### src/rtl/nvl_pkg.sv
package nvl_pkg;

  localparam int LVL_W = 4;

  typedef logic [LVL_W-1:0] lvl_t;

  localparam lvl_t LV_U  = 4'd0;
  localparam lvl_t LV_X  = 4'd1;
  localparam lvl_t LV_0  = 4'd2;
  localparam lvl_t LV_1  = 4'd3;
  localparam lvl_t LV_Z  = 4'd4;
  localparam lvl_t LV_W  = 4'd5;
  localparam lvl_t LV_L  = 4'd6;
  localparam lvl_t LV_H  = 4'd7;
  localparam lvl_t LV_DC = 4'd8;

  typedef enum logic [1:0] {GRP_UNDEF, GRP_UNK, GRP_LOW, GRP_HIGH} grp_e;

  typedef enum logic [2:0] {
    MD_HOLD, MD_PASS, MD_FUZZY, MD_FORCE_U, MD_FORCE_0, MD_FORCE_1, MD_FORCE_X
  } mode_e;

  typedef enum logic [3:0] {
    SM_X01, SM_X0H, SM_XL1, SM_X0Z, SM_XZ1,
    SM_WLH, SM_WLZ, SM_WZH, SM_W0H, SM_WL1
  } strength_e;

  typedef struct packed {
    lvl_t unk;
    lvl_t low;
    lvl_t high;
  } sm_set_t;

  // out-of-range codes collapse to unknown
  function automatic lvl_t lvl_norm(input lvl_t l);
    return (l > LV_DC) ? LV_X : l;
  endfunction

  function automatic grp_e lvl_grp(input lvl_t l);
    grp_e g;
    case (l)
      LV_U:       g = GRP_UNDEF;
      LV_0, LV_L: g = GRP_LOW;
      LV_1, LV_H: g = GRP_HIGH;
      default:    g = GRP_UNK;
    endcase
    return g;
  endfunction

  function automatic sm_set_t sm_letters(input strength_e s);
    sm_set_t r;
    case (s)
      SM_X0H:  r = '{unk: LV_X, low: LV_0, high: LV_H};
      SM_XL1:  r = '{unk: LV_X, low: LV_L, high: LV_1};
      SM_X0Z:  r = '{unk: LV_X, low: LV_0, high: LV_Z};
      SM_XZ1:  r = '{unk: LV_X, low: LV_Z, high: LV_1};
      SM_WLH:  r = '{unk: LV_W, low: LV_L, high: LV_H};
      SM_WLZ:  r = '{unk: LV_W, low: LV_L, high: LV_Z};
      SM_WZH:  r = '{unk: LV_W, low: LV_Z, high: LV_H};
      SM_W0H:  r = '{unk: LV_W, low: LV_0, high: LV_H};
      SM_WL1:  r = '{unk: LV_W, low: LV_L, high: LV_1};
      default: r = '{unk: LV_X, low: LV_0, high: LV_1};
    endcase
    return r;
  endfunction

endpackage

### src/rtl/nvl_mode_decode.sv
module nvl_mode_decode
  import nvl_pkg::*;
(
  input  lvl_t  ctl_en,
  input  lvl_t  ctl_clr_n,
  input  lvl_t  ctl_pre_n,
  output mode_e mode
);

  grp_e clr_g;
  grp_e pre_g;
  grp_e en_g;

  assign clr_g = lvl_grp(ctl_clr_n);
  assign pre_g = lvl_grp(ctl_pre_n);
  assign en_g  = lvl_grp(ctl_en);

  always_comb begin
    if (clr_g == GRP_UNDEF || pre_g == GRP_UNDEF) begin
      mode = MD_FORCE_U;
    end else if (clr_g == GRP_LOW && pre_g == GRP_LOW) begin
      mode = MD_FORCE_X;
    end else if (clr_g == GRP_UNK || pre_g == GRP_UNK) begin
      mode = MD_FORCE_X;
    end else if (clr_g == GRP_LOW) begin
      mode = MD_FORCE_0;
    end else if (pre_g == GRP_LOW) begin
      mode = MD_FORCE_1;
    end else begin
      case (en_g)
        GRP_HIGH: mode = MD_PASS;
        GRP_LOW:  mode = MD_HOLD;
        default:  mode = MD_FUZZY;
      endcase
    end
  end

endmodule

### src/rtl/nvl_bit_cell.sv
module nvl_bit_cell
  import nvl_pkg::*;
(
  input  mode_e mode,
  input  lvl_t  d_lvl,
  input  lvl_t  held,
  output lvl_t  nxt
);

  lvl_t d_n;
  assign d_n = lvl_norm(d_lvl);

  always_comb begin
    case (mode)
      MD_PASS:    nxt = d_n;
      MD_HOLD:    nxt = held;
      MD_FUZZY:   nxt = (d_n == held) ? held : LV_X;
      MD_FORCE_U: nxt = LV_U;
      MD_FORCE_0: nxt = LV_0;
      MD_FORCE_1: nxt = LV_1;
      default:    nxt = LV_X;
    endcase
  end

endmodule

### src/rtl/nvl_strength_map.sv
module nvl_strength_map
  import nvl_pkg::*;
#(
  parameter strength_e STRENGTH = SM_X01
) (
  input  lvl_t in_lvl,
  output lvl_t out_lvl
);

  localparam sm_set_t LET = sm_letters(STRENGTH);

  always_comb begin
    case (lvl_grp(in_lvl))
      GRP_UNDEF: out_lvl = LV_U;
      GRP_LOW:   out_lvl = LET.low;
      GRP_HIGH:  out_lvl = LET.high;
      default:   out_lvl = LET.unk;
    endcase
  end

endmodule

### src/rtl/nvl_latch_bank.sv
module nvl_latch_bank
  import nvl_pkg::*;
#(
  parameter int        WIDTH    = 8,
  parameter strength_e STRENGTH = SM_X01
) (
  input  logic                   clk,
  input  logic                   rst_n,
  input  logic [WIDTH*LVL_W-1:0] lvl_d,
  input  logic [LVL_W-1:0]       ctl_en,
  input  logic [LVL_W-1:0]       ctl_clr_n,
  input  logic [LVL_W-1:0]       ctl_pre_n,
  output logic [WIDTH*LVL_W-1:0] q_lvl
);

  localparam int DW = WIDTH * LVL_W;

  mode_e                  mode;
  logic                   load;
  logic [WIDTH-1:0][LVL_W-1:0] hold_q;
  logic [WIDTH-1:0][LVL_W-1:0] cur;

  nvl_mode_decode u_mode (
    .ctl_en    (ctl_en),
    .ctl_clr_n (ctl_clr_n),
    .ctl_pre_n (ctl_pre_n),
    .mode      (mode)
  );

  genvar gi;
  generate
    for (gi = 0; gi < WIDTH; gi++) begin : g_bit
      nvl_bit_cell u_cell (
        .mode  (mode),
        .d_lvl (lvl_d[gi*LVL_W +: LVL_W]),
        .held  (hold_q[gi]),
        .nxt   (cur[gi])
      );
      nvl_strength_map #(.STRENGTH(STRENGTH)) u_map (
        .in_lvl  (cur[gi]),
        .out_lvl (q_lvl[gi*LVL_W +: LVL_W])
      );
    end
  endgenerate

  // holding register only reloads when the value can change
  assign load = (mode != MD_HOLD);

  always_ff @(posedge clk or negedge rst_n) begin
    if (!rst_n) begin
      hold_q <= '0; // every bit U
    end else if (load) begin
      hold_q <= cur;
    end
  end

  logic [DW-1:0] unused_w;
  assign unused_w = '0;

endmodule


### config.mk
export PLATFORM = sky130hd
export DESIGN_NAME = nvl_latch_bank
export DESIGN_NICKNAME = d
export VERILOG_FILES = /design/src/rtl/nvl_pkg.sv /design/src/rtl/nvl_mode_decode.sv /design/src/rtl/nvl_bit_cell.sv /design/src/rtl/nvl_strength_map.sv /design/src/rtl/nvl_latch_bank.sv
export SDC_FILE = /design/constraint.sdc
export NUM_CORES = 1
export LEC_CHECK = 0
export BUFFER_PORTS_ARGS = -buffer_cell sky130_fd_sc_hd__clkbuf_2
export CORE_AREA = 2 2 76 85
export CTS_CLUSTER_DIAMETER = 30
export DETAILED_ROUTE_END_ITERATION = 10
export DIE_AREA = 0 0 78 87
export PLACE_DENSITY = 0.85
export SETUP_SLACK_MARGIN = 0.5
export SKIP_LAST_GASP = 1
export SLEW_MARGIN = 20
export SYNTH_ARGS = -nofsm -noshare
export SYNTH_HDL_FRONTEND = slang
export SYNTH_HIERARCHICAL = 1
export SYNTH_SLANG_ARGS = --single-unit
### constraint.sdc
create_clock -name clk -period 20.9 [get_ports clk]
set_clock_uncertainty 0.1 [all_clocks]
set_input_delay 4.18 -clock clk [delete_from_list [all_inputs] [get_ports clk]]
set_output_delay 4.18 -clock clk [all_outputs]
set_load 0.05 [all_outputs]
Yosys cells after proc, flatten, opt, wreduce, memory -nomap -nowiden. Cells that the tools add are included.

Flip-flop bits (word level): 32. Output and inout bits: 32.

Order comparisons: 8. Eq/ne operators: 79. Muxes and demuxes: 49. Reduce and logical (&&, ||, !) cells: 48.

Operators with widths (count): 4-bit one-hot mux with 6 select lines (8); 2-bit one-hot mux with 3 select lines (19); 4-bit by 2-bit equality test with 1-bit output (second input constant) (22); 4-bit by 3-bit equality test with 1-bit output (second input constant) (22); 4-bit 2-to-1 mux (16); 4-bit zero test (11); 2-bit OR reduction (22); 2-bit equality test (second input constant) (20); 4-bit equality test (8); 4-bit greater-than comparator (second input constant) (8); 2-bit zero test (10); 3-bit 2-to-1 mux (5); 3-bit by 2-bit equality test with 1-bit output (second input constant) (2); 3-bit equality test (second input constant) (2); 2-bit by 1-bit equality test with 1-bit output (second input constant) (2); 2-bit one-hot mux with 2 select lines (1); 3-bit by 1-bit equality test with 1-bit output (second input constant) (1); 3-bit zero test (1); 3-bit nonzero test (1); 1-bit logical OR (2); 1-bit logical AND (1).

Logic depth before layout (Yosys ltp).
Word-level depth: 17. Mapped depth: 9. Depth with buffers taken out: 9.

By module. The synthesis kept the hierarchy.

By module, submodules not included: nvl_bit_cell (instances 8, cells an instance 37, area each 226.5 sq um); nvl_latch_bank (instances 1, cells an instance 68, area each 1211.2 sq um); nvl_strength_map (instances 8, cells an instance 7, area each 37.5 sq um); nvl_mode_decode (instances 1, cells an instance 16, area each 107.6 sq um).

Worst setup path after synthesis. OpenSTA, ideal clock, no wires.

Path kind: in2out. From: input ctl_pre_n[0]. To: output q_lvl[0]. Data arrival time: 8.961 ns. Data required time: 16.620 ns. Slack: 7.659 ns. Cell stages on the path: 7. Cells stage by stage: nor2_1 o221ai_1 o31ai_1 nor2_1 nand2_1 o22ai_1 o21ai_0.

RTL lines: start, declared (RTL line nvl_latch_bank.sv:12) `input logic [LVL_W-1:0] ctl_pre_n,`; end, declared (RTL line nvl_latch_bank.sv:13) `output logic [WIDTH*LVL_W-1:0] q_lvl`.

==> results.sh <==
export IMPL_cp_max_fo=49
export IMPL_synth_edf_count=0
export IMPL_drive_above_1_share_pct=24.6
export IMPL_via_per_inst=6.01
export IMPL_cts_tree="yes"
export IMPL_drt_iter0_drc=187
export IMPL_hold_path_class="flop to flop"
export IMPL_fp_coreArea_mm2=0.00601
export IMPL_ant_nets=0
export IMPL_nets=541
export IMPL_yosysSeqAreaShare_pct=23.3
export IMPL_p_leak_nw=1.54
export IMPL_r2r_end="hold_q[8]"
export IMPL_fmax_mhz=90.3
export IMPL_dieWidth_um=78
export IMPL_timing_slew_headroom_pct=36.7
export IMPL_die_area_mm2=0.00679
export IMPL_setup_violations=0
export IMPL_endpoint_kind="output pin"
export IMPL_largest_reg_flops=32
export IMPL_slew_violations=0
export IMPL_synth_top_area_share_pct=23.3
export IMPL_critPathLaunchType="primary input"
export IMPL_io_pins=78
export IMPL_max_cap_viol_count=0
export IMPL_cts_resized=0
export IMPL_portBuffers=60
export IMPL_grt_first_pass_wirelength_um=12400
export IMPL_r2r_setup_slack_ps=18780
export IMPL_finalHoldViolations=0
export IMPL_fin_util_pct=63.9
export IMPL_vias=3460
export IMPL_synth_cell_types=35
export IMPL_overflow=0
export IMPL_post_cts_buffers=0
export IMPL_ir_worst_vdd_uv=51.0
export IMPL_holdPathEnd="hold_q[31]"
export IMPL_h_tree_depth=2
export IMPL_clockBufferDepth=2
export IMPL_grt_pass1_vias=2955
export IMPL_diodes=0
export IMPL_async_reset_ff_share_pct=100
export IMPL_insertion_delay_ps=280
export IMPL_reg2reg_from="hold_q[9]"
export IMPL_dr_pass1_iters=5
export IMPL_rsz0062_at_grt="false"
export IMPL_synth_area_top_cells="dfrtp_1, mux2_2, nand2_1"
export IMPL_area_growth_pct=11.8
export IMPL_initial_core_util_pct=57.1
export IMPL_crit_type="primary input to output pin"
export IMPL_fin_setup_tns_ps=0
export IMPL_r2r_cells=6
export IMPL_ys_seq_elements=32
export IMPL_power_density_mw_per_mm2=44.2
export IMPL_timing_final_crit_share_pct=53.0
export IMPL_cts_sinks=32
export IMPL_hp_start="hold_q[31]"
export IMPL_wl_um=7600
export IMPL_synth_top_cell_by_area="dfrtp_1"
export IMPL_top_register="hold_q"
export IMPL_ctsHoldBuffers=0
export IMPL_synth_area_mm2=0.00343
export IMPL_grtUsageTotal_pct=21.6
export IMPL_fillers=523
export IMPL_crit_path_start="ctl_pre_n[0]"
export IMPL_grt_max_degree=50
export IMPL_drc_errors=0
export IMPL_root_buffer="clkbuf_8"
export IMPL_rows=30
export IMPL_wl_per_cell_um=13.2
export IMPL_synth_area_per_cell_um2=7.87
export IMPL_clkSlewWorstSetupHoldPaths_ps=60
export IMPL_cts_buffers=5
export IMPL_period_minus_slack_ps=11080
export IMPL_tightest_slew_ps=950
export IMPL_dp_hpwl_um=5380
export IMPL_yosys_warnings=6
export IMPL_outcome="complete, no violations"
export IMPL_reg_top3="hold_q (32)"
export IMPL_hold_depth=1
export IMPL_place_gp_congestion=0.868
export IMPL_antenna_found_initial=0
export IMPL_cp_required_ps=16620
export IMPL_synthCells=436
export IMPL_die_h_um=87
export IMPL_arrival_ps=6800
export IMPL_ys_flop_type="dfrtp_1"
## cells by family after synthesis
| family | Yosys count | synth area share [%] |
|---|---|---|
| AOI/OAI and AO/OA | 149 | 31.7 |
| xor gates and xnor gates | 8 | 2.04 |
| buffers and inverters | 43 | 7.11 |
| DFF | 32 | 23.3 |
| muxes | 32 | 10.5 |
| other | 8 | 0.875 |
| and+or+nand+nor | 164 | 24.4 |
## layer usage
metal / part of all wire, % / wire length, µm / GRT usage (%) / vias to the layer above
li1: - / - / - / 1727
met1: 45 / 3450 / 27.4 / 1615
met2: 48 / 3680 / 39.2 / 111
met3: 5.4 / 413 / 2.28 / 7
met4: 0.80 / 61 / 6.22 / 0
met5: 0 / 0 / 0 / -
## Yosys cell counts, types with 2 or more instances
cell,instances
a211o_1,8
a211oi_2,8
a21oi_1,34
a221oi_1,8
a22oi_1,8
a2bb2oi_1,8
a31o_1,8
buf_4,16
buf_6,3
conb_1,8
dfrtp_1,32
inv_1,24
mux2_1,2
mux2_2,30
nand2_1,57
nand2b_1,8
nand3b_1,8
nor2_1,52
nor2b_1,9
nor3_1,8
nor3b_2,2
o21ai_0,24
o221ai_1,9
o22ai_1,8
o31a_1,8
o32ai_1,16
or3_4,8
or3b_1,8
xor2_1,8
## metrics by stage
| stage | cells | total power [mW] | instance area [µm²] | hold slack (ps) | worst slack, ps |
|---|---|---|---|---|---|
| after floorplan | 444 | 0.108 | 3460 | 431 | 7660 |
| after global placement | 568 | 0.120 | 3740 | 462 | 10010 |
| after detailed placement | 568 | 0.122 | 3740 | 476 | 9860 |
| after CTS | 576 | 0.170 | 3840 | 491 | 9850 |
| after global routing | 576 | 0.178 | 3840 | 508 | 9640 |
| final | 576 | 0.169 | 3840 | 484 | 9820 |
## critical path, cell delays in order
cell      delay [ps]
clkbuf_2         100
nor2_1           140
o221ai_1         220
o31ai_4          250
buf_4            450
inv_1            170
nor3_1           230
a21oi_1           60
o32ai_1          460
nor2_1            90
o21ai_0          120
clkbuf_2         320
## area by class of cell
type	instances	area, µm²	share of cell area, %
multi-input cells	369	2430	63.3
flip-flops and latches	32	801	20.9
clock buffers	6	82.6	2.15
inverters	24	90.1	2.35
well taps	80	100	2.61
clock inverters	2	10.0	0.261
repair buffers	63	323	8.41
## placed cells by master, fill, tap and decap left out, types with 3 or more instances in the layout
master and n:
clkbuf_8 6, mux2_2 30, xor2_1 8, a21oi_1 34
a211oi_2 8, conb_1 16, o31a_1 8, nand2_1 57
a211o_1 8, nor2_1 52, or3_4 8, a2bb2oi_1 8
a221oi_1 8, nor3_1 8, nand3b_1 8, o32ai_1 16
o221ai_1 9, a22oi_1 8, nor2b_1 9, dfrtp_1 32
o21ai_0 24, o22ai_1 8, clkbuf_2 60, inv_1 24
or3b_1 8, buf_4 3, a31o_1 8, nand2b_1 8
## power by group
part           total [mW]  switching [mW]  internal, mW
Sequential         0.0654         0.00203        0.0633
Combinational      0.0557          0.0367        0.0190
Clock              0.0483          0.0221        0.0262
Total               0.169          0.0608         0.109
## how the worst max path moves through the flow
| stage | end | depth (start not counted) | slack (ps) |
|---|---|---|---|
| after floorplan | q_lvl[0] | 7 | 7660 |
| after global placement | q_lvl[16] | 12 | 10010 |
| after detailed placement | q_lvl[16] | 12 | 9860 |
| after CTS | q_lvl[16] | 12 | 9850 |
| after global routing | q_lvl[16] | 12 | 9640 |
| final | q_lvl[16] | 12 | 9820 |
Note: power is estimated with default switching activity, not from simulation.
